===== src/rtl/ctlseq_pkg.sv =====
package ctlseq_pkg;
  typedef enum logic [1:0] {
    S_IDLE  = 2'd0,
    S_ISSUE = 2'd1,
    S_WAIT  = 2'd2,
    S_DELAY = 2'd3
  } seq_state_t;

  localparam logic [1:0] RSP_OK    = 2'd0;
  localparam logic [1:0] RSP_BUSY  = 2'd1;
  localparam logic [1:0] RSP_BLOCK = 2'd2;
  localparam logic [1:0] RSP_FAULT = 2'd3;

  localparam logic [1:0] STS_OK       = 2'd0;
  localparam logic [1:0] STS_BUSY_TO  = 2'd1;
  localparam logic [1:0] STS_BLOCK_TO = 2'd2;
  localparam logic [1:0] STS_FAULT    = 2'd3;

  localparam logic [1:0] ASEL_VALUE = 2'd2;
endpackage


===== src/rtl/ctlseq_wordgen.sv =====
module ctlseq_wordgen #(
  parameter int NCELL    = 3,
  parameter int OSC_W    = 2,
  parameter int WAIT_W   = 16,
  parameter int ST_TICKS = 14,
  parameter int IDX_W    = $clog2(NCELL + 1),
  parameter int WORD_W   = 1 + NCELL + OSC_W + 2 + WAIT_W
) (
  input  logic                   selftest,
  input  logic [WAIT_W-1:0]      wait_cnt,
  input  logic [NCELL*OSC_W-1:0] osc_vec,
  input  logic [IDX_W-1:0]       idx,
  output logic [WORD_W-1:0]      word
);
  import ctlseq_pkg::*;

  localparam int EN_LSB   = 1;
  localparam int OSC_LSB  = EN_LSB + NCELL;
  localparam int ASEL_LSB = OSC_LSB + OSC_W;
  localparam int WAIT_LSB = ASEL_LSB + 2;

  logic [WORD_W-1:0] base_norm;
  logic [WORD_W-1:0] base_st;
  logic [WORD_W-1:0] cell_word [NCELL];
  logic [WORD_W-1:0] final_norm;
  logic [WORD_W-1:0] final_st;

  always_comb begin
    base_norm = '0;
    base_norm[0] = 1'b1;
    base_norm[ASEL_LSB +: 2] = ASEL_VALUE;
    base_norm[WAIT_LSB +: WAIT_W] = wait_cnt;
    base_st = '0;
    base_st[ASEL_LSB +: 2] = ASEL_VALUE;
    final_norm = base_norm;
    final_norm[EN_LSB +: NCELL] = '1;
    final_st = base_st;
    final_st[0] = 1'b1;
    final_st[WAIT_LSB +: WAIT_W] = WAIT_W'(ST_TICKS - 2);
  end

  for (genvar c = 0; c < NCELL; c++) begin : g_cell
    always_comb begin
      cell_word[c] = base_norm;
      cell_word[c][EN_LSB + c] = 1'b1;
      cell_word[c][OSC_LSB +: OSC_W] = osc_vec[c*OSC_W +: OSC_W];
    end
  end

  always_comb begin
    if (idx == IDX_W'(NCELL)) begin
      word = selftest ? final_st : final_norm;
    end else begin
      word = base_st;
      for (int c = 0; c < NCELL; c++) begin
        if (!selftest && idx == IDX_W'(c)) word = cell_word[c];
      end
    end
  end
endmodule


===== src/rtl/ctlseq_retry.sv =====
module ctlseq_retry #(
  parameter int BUSY_LIMIT  = 4,
  parameter int BLOCK_LIMIT = 3,
  parameter int TICK_W      = 8
) (
  input  logic              clk,
  input  logic              rst,
  input  logic              clr,
  input  logic              busy_hit,
  input  logic              block_hit,
  input  logic              load,
  input  logic [TICK_W-1:0] load_val,
  input  logic              tick_en,
  output logic              busy_last,
  output logic              block_last,
  output logic              timer_zero
);
  localparam int BCW = $clog2(BUSY_LIMIT + 1);
  localparam int KCW = $clog2(BLOCK_LIMIT + 1);

  logic [BCW-1:0]    busy_cnt;
  logic [KCW-1:0]    block_cnt;
  logic [TICK_W-1:0] timer;

  assign busy_last  = (busy_cnt >= BCW'(BUSY_LIMIT - 1));
  assign block_last = (block_cnt >= KCW'(BLOCK_LIMIT - 1));
  assign timer_zero = (timer == '0);

  always_ff @(posedge clk) begin
    if (rst || clr) begin
      busy_cnt  <= '0;
      block_cnt <= '0;
    end else begin
      if (busy_hit && !busy_last)   busy_cnt  <= busy_cnt + 1'b1;
      if (block_hit && !block_last) block_cnt <= block_cnt + 1'b1;
    end
  end

  always_ff @(posedge clk) begin
    if (rst) begin
      timer <= '0;
    end else if (load) begin
      timer <= load_val;
    end else if (tick_en && !timer_zero) begin
      timer <= timer - 1'b1;
    end
  end
endmodule


===== src/rtl/ctlseq_top.sv =====
module ctlseq_top #(
  parameter int NCELL       = 3,
  parameter int OSC_W       = 2,
  parameter int WAIT_W      = 16,
  parameter int TICK_W      = 8,
  parameter int BUSY_LIMIT  = 4,
  parameter int BLOCK_LIMIT = 3,
  parameter int BUSY_DELAY  = 3,
  parameter int ST_TICKS    = 14,
  localparam int WORD_W     = 1 + NCELL + OSC_W + 2 + WAIT_W
) (
  input  logic                   clk,
  input  logic                   rst,
  input  logic                   req,
  input  logic                   req_selftest,
  input  logic [WAIT_W-1:0]      cfg_wait,
  input  logic [NCELL*OSC_W-1:0] cell_osc,
  output logic                   op_valid,
  output logic                   op_write,
  output logic [WORD_W-1:0]      op_wdata,
  input  logic                   rsp_valid,
  input  logic [1:0]             rsp_code,
  input  logic [TICK_W-1:0]      rsp_ticks,
  output logic                   seq_busy,
  output logic                   done,
  output logic [1:0]             status
);
  import ctlseq_pkg::*;

  localparam int IDX_W = $clog2(NCELL + 1);

  seq_state_t             state;
  logic [IDX_W-1:0]       idx;
  logic                   settle;
  logic                   sel_st;
  logic [WAIT_W-1:0]      wait_q;
  logic [NCELL*OSC_W-1:0] osc_q;
  logic [WORD_W-1:0]      word;

  logic start, got, busy_hit, block_hit, busy_last, block_last, timer_zero;
  logic [TICK_W-1:0] load_val;

  assign start     = (state == S_IDLE) && req;
  assign got       = (state == S_WAIT) && rsp_valid;
  assign busy_hit  = got && (rsp_code == RSP_BUSY);
  assign block_hit = got && (rsp_code == RSP_BLOCK);
  assign load_val  = busy_hit ? TICK_W'(BUSY_DELAY) : rsp_ticks;

  ctlseq_wordgen #(
    .NCELL(NCELL), .OSC_W(OSC_W), .WAIT_W(WAIT_W), .ST_TICKS(ST_TICKS),
    .IDX_W(IDX_W), .WORD_W(WORD_W)
  ) u_wordgen (
    .selftest(sel_st), .wait_cnt(wait_q), .osc_vec(osc_q), .idx(idx), .word(word)
  );

  ctlseq_retry #(
    .BUSY_LIMIT(BUSY_LIMIT), .BLOCK_LIMIT(BLOCK_LIMIT), .TICK_W(TICK_W)
  ) u_retry (
    .clk(clk), .rst(rst), .clr(start),
    .busy_hit(busy_hit), .block_hit(block_hit),
    .load(busy_hit || block_hit), .load_val(load_val),
    .tick_en(state == S_DELAY),
    .busy_last(busy_last), .block_last(block_last), .timer_zero(timer_zero)
  );

  always_ff @(posedge clk) begin
    if (rst) begin
      state    <= S_IDLE;
      idx      <= '0;
      settle   <= 1'b0;
      sel_st   <= 1'b0;
      wait_q   <= '0;
      osc_q    <= '0;
      op_valid <= 1'b0;
      op_write <= 1'b0;
      op_wdata <= '0;
      seq_busy <= 1'b0;
      done     <= 1'b0;
      status   <= STS_OK;
    end else begin
      op_valid <= 1'b0;
      done     <= 1'b0;
      unique case (state)
        S_IDLE: begin
          if (req) begin
            idx      <= '0;
            settle   <= 1'b0;
            sel_st   <= req_selftest;
            wait_q   <= cfg_wait;
            osc_q    <= cell_osc;
            seq_busy <= 1'b1;
            state    <= S_ISSUE;
          end
        end
        S_ISSUE: begin
          op_valid <= 1'b1;
          op_write <= !settle;
          op_wdata <= settle ? '0 : word;
          state    <= S_WAIT;
        end
        S_WAIT: begin
          if (rsp_valid) begin
            unique case (rsp_code)
              RSP_OK: begin
                if (settle) begin
                  status   <= STS_OK;
                  done     <= 1'b1;
                  seq_busy <= 1'b0;
                  state    <= S_IDLE;
                end else begin
                  if (idx == IDX_W'(NCELL)) settle <= 1'b1;
                  else                      idx    <= idx + 1'b1;
                  state <= S_ISSUE;
                end
              end
              RSP_BUSY: begin
                if (busy_last) begin
                  status   <= STS_BUSY_TO;
                  done     <= 1'b1;
                  seq_busy <= 1'b0;
                  state    <= S_IDLE;
                end else begin
                  state <= S_DELAY;
                end
              end
              RSP_BLOCK: begin
                if (block_last) begin
                  status   <= STS_BLOCK_TO;
                  done     <= 1'b1;
                  seq_busy <= 1'b0;
                  state    <= S_IDLE;
                end else begin
                  state <= S_DELAY;
                end
              end
              default: begin
                status   <= STS_FAULT;
                done     <= 1'b1;
                seq_busy <= 1'b0;
                state    <= S_IDLE;
              end
            endcase
          end
        end
        S_DELAY: begin
          if (timer_zero) state <= S_ISSUE;
        end
        default: state <= S_IDLE;
      endcase
    end
  end
endmodule


===== config.mk =====
export PLATFORM = sky130hd
export DESIGN_NAME = ctlseq_top
export DESIGN_NICKNAME = d
export VERILOG_FILES = /design/src/rtl/ctlseq_pkg.sv /design/src/rtl/ctlseq_wordgen.sv /design/src/rtl/ctlseq_retry.sv /design/src/rtl/ctlseq_top.sv
export SDC_FILE = /design/constraint.sdc
export NUM_CORES = 1
export LEC_CHECK = 0
export BUFFER_PORTS_ARGS = -buffer_cell sky130_fd_sc_hd__buf_2
export CAP_MARGIN = 20
export CORE_MARGIN = 5
export CORE_UTILIZATION = 25
export DETAILED_ROUTE_END_ITERATION = 10
export MAX_ROUTING_LAYER = met4
export PLACE_DENSITY_LB_ADDON = 0.08
export SLEW_MARGIN = 20
export SYNTH_ARGS = -nofsm -noshare
export SYNTH_HDL_FRONTEND = slang
export SYNTH_SLANG_ARGS = --single-unit
export TNS_END_PERCENT = 5

===== constraint.sdc =====
create_clock -name clk -period 1.8 [get_ports clk]
set_input_delay 0 -clock clk [delete_from_list [all_inputs] [get_ports clk]]
set_output_delay 0 -clock clk [all_outputs]
set_load 0.01 [all_outputs]

==> results.yml, run 1 <==
critical_path:
  cp-end-kind: "flip-flop"
  cpMaxStageDelayCell: "or4b_4"
  slowest_delay_ns: 0.50
  startpoint: "u_retry.busy_cnt[0]"
  rr_worst_depth: 6
  path_max_fanout: 4
  crit_arrival_ns: 2.11
  endpoint: "u_retry.busy_cnt[1]"
  required_ns: 2.01
  reg2reg_to: "u_retry.busy_cnt[1]"
  start_kind: "flip-flop"
  cp_common_cell: "ha_2"
  critPathKind: "flip-flop to flip-flop"
  reg2reg_slack_ns: -0.11
  cp_cell_sequence: "ha_2, ha_2, or4b_4, or3_4, mux2i_1, nor3_1"
  reg2reg_from: "u_retry.busy_cnt[0]"
timing:
  grt_setup_unrepaired: "true"
  max_freq_ghz: 0.525
  maxSlewHeadroom: 0.532
  fin_crit_ns: 1.91
  skew_ns: 0.00298
  maxSlewViolCount: 0
  fin_crit_sh: 1.06
  setup_viol: 7
  fin_ws_ns: -0.105
  worst_pin_slew_ns: 0.700
  hold_violations: 0
hold_path:
  hp-class: "input pin to flip-flop"
clocking:
  clock_path_buffers: 2
  htreeDepth: 3
  root_buffer: "clkbuf_16"
  cts_setup_buffers: 0
  cts_made_buffers: 9
  tritoncts: "yes"
  cts.sinks: 69
  clk_latency_ns: 0.33
  clk_pin_slew_worst_paths_ns: 0.06
layout:
  finalInstanceArea_sq_um: 4610
  nNetsFinal: 563
  drive_above_1_share: 0.276
  final_cells: 690
  antennaDiodeCount: 0
  syn_to_final_growth_pct: 42.3
place:
  dp_slack_ns: -0.214
  placed_cells: 647
  io_buffers: 65
  placed_area_sq_um: 4010
  gp_congestion: 0.780
  hpwl_mm: 6.51
floorplanning:
  initial_core_util: 0.256
  die_x_um: 124
  die_area_sq_um: 15300
  die_h_um: 124
  io_pins: 67
  fp-row-count: 41
  core_area_sq_um: 12700
global_routing:
  grt_pass1_wl_mm: 15.6
  grt_pass1_vias: 3167
  grt_overflow: 0
  antenna_found_initial: 0
  track_usage: 0.134
  grt_max_degree: 32
route:
  firstDrtPassIters: 4
  post-route-drc-count: 0
  vias_per_cell: 4.51
  drt_iter0_markers: 199
  drt_wl_total_mm: 9.39
  antenna_left: 0
  wire_per_inst_um: 13.6
  vias: 3109
pwr:
  pwr_density_cell_nw_per_um2: 897
  power.leakage_nw: 1.99
  ir_drop_mv: 0.421
run_status:
  status: "finished, violations left"
  violations: "negative setup slack"
logic_synthesis:
  yosys_warnings: 0
  synth-seq-cells: 69
  syn_area_sq_um: 3240
  ys_seq_area_frac: 0.426
  async_flop_share: 0
  syn_area_per_cell_sq_um: 8.22
  ys_types: 54
  ys.flop_type: "dfxtp_1"
  synth_nets: 444
  synth_edf_count: 0
  syn_inst: 394
flow_run:
  maxCapViolations: 0
## registers in the layout, indices dropped and copies added (netlist names)
signal	flops
op_valid	1
status	2
idx	2
wait_q	16
settle	1
done	1
sel_st	1
op_wdata	23
u_retry.block_cnt	2
u_retry.busy_cnt	3
state	2
osc_q	6
u_retry.timer	8
seq_busy	1
## worst min path at each step
stage / from / endpoint / cells past startpoint
2_1_floorplan: cfg_wait[2] / wait_q[2] / 2
3_3_place_gp: cfg_wait[7] / wait_q[7] / 3
3_5_place_dp: cfg_wait[5] / wait_q[5] / 3
4_1_cts: req / seq_busy / 3
5_1_grt: rsp_ticks[2] / u_retry.timer[2] / 3
6_report: req / seq_busy / 3
## metrics by stage
stage / hold WS, ns / utilization / total power (W) / TNS [ns]
final: 0.0628 / 0.364 / 0.00413 / -0.312
after global routing: 0.0930 / 0.364 / 0.00437 / -1.49
after CTS: 0.0492 / 0.361 / 0.00421 / -0.877
after detailed placement: 0.245 / 0.317 / 0.00251 / -3.18
after global placement: 0.243 / 0.317 / 0.00250 / -2.48
after floorplan: 0.136 / - / 0.00217 / -1.03
## timing repair
item | CTS | global route
hold buffers | 27 | 0
resized for setup | 6 | 10
setup endpoints to repair | 30 | 28
pin swaps | 0 | 1
endpoints found under the hold margin | 30 | 0
## Yosys cell counts (2+ instances only)
cell type,instances,share of area
a211oi_1,3,0.0070
a21oi_1,60,0.093
a22oi_1,2,0.0046
a2bb2oi_1,2,0.0054
and2_1,9,0.017
buf_1,2,0.0023
buf_2,2,0.0031
buf_4,2,0.0046
clkbuf_1,19,0.022
dfxtp_1,69,0.43
ha_1,13,0.050
inv_1,16,0.019
mux2i_1,2,0.0062
nand2_1,57,0.066
nand2b_1,11,0.021
nand3_1,4,0.0062
nand4_1,2,0.0039
nor2_1,26,0.030
nor2b_1,20,0.039
nor3_1,9,0.014
nor3b_1,2,0.0046
nor4_1,2,0.0039
o211ai_1,8,0.019
o21a_1,3,0.0070
o21ai_0,10,0.015
o221ai_1,2,0.0054
o31ai_1,4,0.0093
o32ai_1,3,0.0081
or4_1,2,0.0046
xor2_1,4,0.011
## cell families (layout without fill, tap and decap cells)
kind of cell | count (synthesis) | count (layout) | share of synthesized area
flip-flops | 69 | 69 | 0.426
XOR/XNOR | 5 | 5 | 0.0135
adder cells (fa/ha/maj) | 13 | 13 | 0.0502
multiplexers | 2 | 2 | 0.00618
other | 1 | 1 | 0.00116
AND/OR/NAND/NOR | 150 | 150 | 0.226
AO/OA/AOI/OAI | 112 | 112 | 0.222
buffers and inverters | 42 | 166 | 0.0541
## metal layers
metal  share of wire  vias to the layer above  global-route usage
met5               0                        -                   -
met4           0.017                        0              0.0561
met3           0.035                       13              0.0300
met2            0.46                       51               0.204
met1            0.49                     1438               0.171
li1                -                     1607                   -
## final cells by class
class                      count  area [sq um]
multi-input combinational    283          1740
clock inverter                 6          40.0
tap                          172           215
timing repair buffer         134           940
clock buffer                  10           229
inverter                      16          60.1
fill                        1348          8060
sequential                    69          1390
## critical path: cells and delay by family, from the launching register on
family                     cells  cell delay (ns)
DFF                            1             0.31
adders and majority gates      2             0.33
and+or+nand+nor                3             0.97
muxes                          1             0.17
## report_power, final
group / switching, W / internal (W) / leakage, nW / total, W
sequential: 0.0000558 / 0.00163 / 0.563 / 0.00169
combinational: 0.000461 / 0.000367 / 1.29 / 0.000828
clock: 0.000685 / 0.000929 / 0.132 / 0.00161
## cells in the final DEF (no fill, tap or decap), types with 2 or more instances in the layout
| master | synthesis | routed |
|---|---|---|
| a211oi_1 | 3 | 3 |
| a21oi_1 | 60 | 60 |
| a22oi_1 | 2 | 2 |
| a2bb2oi_1 | 2 | 2 |
| and2_1 | 9 | 8 |
| buf_12 | 0 | 2 |
| buf_2 | 2 | 65 |
| buf_4 | 2 | 39 |
| clkbuf_16 | 0 | 9 |
| clkinv_2 | 0 | 3 |
| clkinv_4 | 0 | 2 |
| dfxtp_1 | 69 | 66 |
| dfxtp_2 | 0 | 3 |
| dlygate4sd3_1 | 0 | 27 |
| ha_1 | 13 | 10 |
| ha_2 | 0 | 3 |
| inv_1 | 16 | 16 |
| mux2i_1 | 2 | 2 |
| nand2_1 | 57 | 56 |
| nand2b_1 | 11 | 11 |
| nand3_1 | 4 | 4 |
| nand4_1 | 2 | 2 |
| nor2_1 | 26 | 26 |
| nor2b_1 | 20 | 19 |
| nor3_1 | 9 | 8 |
| nor3b_1 | 2 | 2 |
| nor4_1 | 2 | 2 |
| o211ai_1 | 8 | 8 |
| o21a_1 | 3 | 3 |
| o21ai_0 | 10 | 10 |
| o31ai_1 | 4 | 3 |
| o32ai_1 | 3 | 2 |
| xor2_1 | 4 | 4 |
Power figures use the tool's default switching activity.
==> run 2: changes to the inputs <==
- CELL_PAD_IN_SITES_DETAIL_PLACEMENT: not set -> 1
- CELL_PAD_IN_SITES_GLOBAL_PLACEMENT: not set -> 2
- CTS_BUF_LIST: not set -> sky130_fd_sc_hd__clkbuf_2 sky130_fd_sc_hd__clkbuf_4 sky130_fd_sc_hd__clkbuf_8
==> run 2 against run 1 <==
The run still ends with negative setup slack left. Largest cell class unchanged. Worst setup slack got worse by 0.049 ns. Critical path type unchanged. Global-route usage increased by 0.89 points. Total power fell by 8.8%. First-iteration DRC count is 61% lower. Count of clock-buffer cells in the layout rose by 2. Non-clock buffer count grew 6. Register-to-register slack worse by 0.05 ns. Die area unchanged. Via count increased by 1.9%.
==> results.yml, run 2 (synthesis gave the netlist of run 1 again) <==
run_status:
  status: "finished, violations left"
  violations: "negative setup slack"
place:
  hpwl_mm: 7.12
  io_buffers: 65
  gp_congestion: 0.787
clocking:
  clock_path_buffers: 2
  cts_made_buffers: 9
  cts_setup_buffers: 0
  root_buffer: "clkbuf_8"
  tritoncts: "yes"
  cts.sinks: 69
  clk_pin_slew_worst_paths_ns: 0.08
  htreeDepth: 3
  clk_latency_ns: 0.35
critical_path:
  cp-end-kind: "flip-flop"
  crit_arrival_ns: 2.24
  slowest_delay_ns: 0.51
  critPathKind: "flip-flop to flip-flop"
  cpMaxStageDelayCell: "or4b_4"
  required_ns: 2.08
  cp_cell_sequence: "ha_1, ha_1, or4b_4, or3_4, xor2_1, nor3_1"
  path_max_fanout: 4
  cp_common_cell: "ha_1"
  start_kind: "flip-flop"
layout:
  final_common_cell: "buf_2"
  largest_register_ffs: 23
  reg_top3: "op_wdata: 23 flops, wait_q: 16 flops, u_retry.timer: 8 flops"
  regMostFlops: "op_wdata"
  final_cell_mix: "65 x buf_2, 64 x dfxtp_1, 60 x a21oi_1, 57 x nand2_1, 46 x buf_4"
  syn_to_final_growth_pct: 41.7
  finish.utilization: 0.362
  fill_cells: 1535
  drive_above_1_share: 0.289
  nNetsFinal: 569
pwr:
  power.leakage_nw: 1.98
  ir_drop_mv: 0.262
  pwr_density_cell_nw_per_um2: 821
floorplanning:
  io_pins: 67
  die_area_sq_um: 15300
  die_h_um: 124
  core_area_sq_um: 12700
  fp-row-count: 41
  initial_core_util: 0.256
  die_x_um: 124
route:
  drt_iter0_markers: 78
  wire_per_inst_um: 14.4
  drt_wl_total_mm: 10.0
  vias_per_cell: 4.55
  vias: 3167
  antenna_left: 0
  post-route-drc-count: 0
  firstDrtPassIters: 4
flow_run:
  maxCapViolations: 0
timing:
  fin_crit_sh: 1.09
  grt_setup_unrepaired: "true"
  hold_violations: 0
  fin_ws_ns: -0.154
  maxSlewViolCount: 0
  fin_crit_ns: 1.95
  worst_pin_slew_ns: 0.638
  max_freq_ghz: 0.512
  whs_ns: 0.0350
  maxSlewHeadroom: 0.573
  setup_viol: 13
  skew_ns: 0.00903
global_routing:
  grt_pass1_wl_mm: 16.4
  antenna_found_initial: 1
  grt_max_degree: 32
  track_usage: 0.143
  grt_pass1_vias: 3341
  grt_overflow: 0
hold_path:
  hp-class: "input pin to flip-flop"
==> run 2: path summary, 6_finish.rpt <==
path | startpoint | endpoint | slack, ns | cells past startpoint
min reg2reg | wait_q[9] | wait_q[9] | 0.46 | 2
min | req | seq_busy | 0.03 | 3
max | u_retry.busy_cnt[0] | u_retry.busy_cnt[0] | -0.15 | 6
max reg2reg | u_retry.busy_cnt[0] | u_retry.busy_cnt[0] | -0.15 | 6
==> run 2: routing by layer <==
metal	up-vias	share of wire	global-route usage
met5	-	0	-
met4	0	0.019	0.0623
met3	13	0.034	0.0245
met2	48	0.45	0.218
met1	1494	0.50	0.186
li1	1612	-	-
==> run 2: metrics by stage <==
stage               total power [W]  area [sq um]  setup slack [ns]  instances  setup TNS [ns]
floorplan                   0.00217          3250            -0.143        394           -1.03
global placement            0.00254          4060            -0.189        653           -4.08
detailed placement          0.00255          4060            -0.200        653           -1.88
CTS                         0.00384          4560            -0.159        695          -0.956
global route                0.00401          4590            -0.225        696           -2.15
finish                      0.00377          4590            -0.154        696          -0.846
==> run 2: timing repair <==
item,in CTS,in global routing
hold buffers,27,0
setup endpoints to repair,18,24
endpoints found under the hold margin,32,0
resized for setup,10,7
pin swaps,4,0
==> run 2: area by class of cell <==
type | instances | area, sq um | share of cell area
antenna | 1 | 2.50 | 0.000545
clock buffer | 12 | 165 | 0.0360
clock inverter | 3 | 20.0 | 0.00436
inverter | 16 | 60.1 | 0.0131
multi-input combinational | 283 | 1760 | 0.383
sequential | 69 | 1390 | 0.302
tap | 172 | 215 | 0.0469
timing repair buffer | 140 | 981 | 0.214
==> run 2: report_power, final <==
group | leakage [nW] | internal (W) | switching (W)
sequential | 0.564 | 0.00163 | 0.0000554
clock | 0.0905 | 0.000603 | 0.000608
combinational | 1.33 | 0.000389 | 0.000478
==> run 2: critical path: cells and delay by family (launching register included) <==
kind	cells	cell delay (ns)
XOR/XNOR	1	0.15
adder cells (fa/ha/maj)	2	0.38
AND/OR/NAND/NOR	3	1.03
flip-flops	1	0.32
==> run 3: changes to the inputs <==
- CORE_UTILIZATION: 25 -> 30
==> run 3 against run 2 <==
The run still ends with negative setup slack left. Via count barely moved. Count of clock-buffer cells in the layout fell by 1. Hold slack improved by 0.0072 ns. Total power rose by 2.4%. Register-to-register slack improved by 0.02 ns. Core utilization rose by 6.0 points. Largest power group unchanged.
==> results.yml, run 3 (synthesis gave the netlist of run 1 again) <==
critical_path:
  start_kind: "flip-flop"
  critPathKind: "flip-flop to flip-flop"
  cp-end-kind: "flip-flop"
  reg2reg_to: "u_retry.busy_cnt[0]"
  endpoint: "u_retry.busy_cnt[0]"
  required_ns: 2.07
  path_max_fanout: 3
  reg2reg_slack_ns: -0.13
  crit_arrival_ns: 2.20
  reg2reg_from: "u_retry.busy_cnt[0]"
  startpoint: "u_retry.busy_cnt[0]"
  rr_worst_depth: 6
pwr:
  pwr_density_cell_nw_per_um2: 854
  power.leakage_nw: 1.95
  ir_drop_mv: 0.344
layout:
  nNetsFinal: 564
  multi_input_area_sq_um: 1760
  drive_above_1_share: 0.287
  final_cells: 659
  regMostFlops: "op_wdata"
  largest_register_ffs: 23
  reg_top3: "op_wdata: 23 flops, wait_q: 16 flops, u_retry.timer: 8 flops"
  antennaDiodeCount: 0
  regArea_sq_um: 1390
  finalInstanceArea_sq_um: 4520
  fill_cells: 1300
  final_common_cell: "buf_2"
  syn_to_final_growth_pct: 39.4
  final_cell_mix: "65 x buf_2, 64 x dfxtp_1, 60 x a21oi_1, 57 x nand2_1, 42 x buf_4"
global_routing:
  grt_overflow: 0
  track_usage: 0.160
  antenna_found_initial: 0
  grt_max_degree: 66
  grt_pass1_wl_mm: 16.1
  grt_pass1_vias: 3325
floorplanning:
  io_pins: 67
  core_area_sq_um: 10700
  fp-row-count: 38
  die_x_um: 114
  die_area_sq_um: 13000
  die_h_um: 114
  initial_core_util: 0.303
place:
  io_buffers: 65
  placed_area_sq_um: 3980
  hpwl_mm: 6.72
  dp_slack_ns: -0.183
  gp_congestion: 0.769
  placed_cells: 617
timing:
  max_freq_ghz: 0.517
  worst_pin_slew_ns: 0.749
  setup_viol: 14
  maxSlewViolCount: 0
  fin_ws_ns: -0.135
  maxSlewHeadroom: 0.499
  grt_setup_unrepaired: "true"
  hold_violations: 0
  fin_crit_sh: 1.07
  skew_ns: 0.0111
  fin_crit_ns: 1.93
  whs_ns: 0.0422
clocking:
  clk_pin_slew_worst_paths_ns: 0.09
  htreeDepth: 3
  cts.sinks: 69
  root_buffer: "clkbuf_8"
  tritoncts: "yes"
  clock_path_buffers: 2
  cts_made_buffers: 9
  clk_latency_ns: 0.35
route:
  antenna_left: 0
  vias_per_cell: 4.81
  drt_wl_total_mm: 9.85
  post-route-drc-count: 0
  drt_iter0_markers: 100
  firstDrtPassIters: 4
  wire_per_inst_um: 14.9
  vias: 3168
flow_run:
  maxCapViolations: 0
hold_path:
  hp-class: "input pin to flip-flop"
run_status:
  violations: "negative setup slack"
  status: "finished, violations left"
## run 3: cell count changes in the layout (fill, tap and decap cells not counted), moves of 2 or more
cell and change:
buf_4 -4, clkbuf_8 -2, ha_1 -2, ha_2 +2
## run 3: power breakdown
part,switching [W],internal (W)
registers,0.0000577,0.00163
clock network,0.000643,0.000696
logic,0.000465,0.000361
## run 3: stage by stage
| stage | utilization | total power (W) | setup TNS (ns) |
|---|---|---|---|
| after global routing | 0.422 | 0.00407 | -2.27 |
| after detailed placement | 0.372 | 0.00251 | -1.44 |
| after global placement | 0.371 | 0.00249 | -2.35 |
| after CTS | 0.419 | 0.00392 | -0.790 |
| after floorplan | - | 0.00217 | -1.03 |
| final | 0.422 | 0.00386 | -0.713 |
## run 3: worst min path at each step
stage	end	slack [ns]	cells past startpoint	from
6_report	status[0]	0.04	3	rsp_code[0]
5_1_grt	status[0]	0.07	3	rsp_code[0]
4_1_cts	status[0]	0.02	3	rsp_code[0]
3_5_place_dp	wait_q[6]	0.25	3	cfg_wait[6]
3_3_place_gp	wait_q[11]	0.24	3	cfg_wait[11]
2_1_floorplan	wait_q[2]	0.14	2	cfg_wait[2]
## run 3: routing by layer
metal,global-route usage,share of wire
met3,0.0228,0.031
met5,-,0
met1,0.202,0.49
met4,0.0618,0.014
met2,0.260,0.47
## run 3: cell type report
type	count	share of cell area
tap	140	0.0388
clock buffer	11	0.0321
multi-input combinational	283	0.389
sequential	69	0.307
timing repair buffer	135	0.206
inverter	16	0.0133
clock inverter	5	0.0130
## run 3: what timing repair did
action                     CTS  global route
hold buffers                26             0
setup endpoints to repair   33            33
setup buffers                0             0
pin swaps                    4             0
gates resized for setup     11             8
hold endpoints to repair    26             0
## run 3: critical path, cell delays in order (launching register included)
cell and delay [ns]:
dfxtp_2 0.33, ha_1 0.19, ha_1 0.17, or4b_4 0.49
or3_4 0.40, xor2_1 0.15, nor3_1 0.12
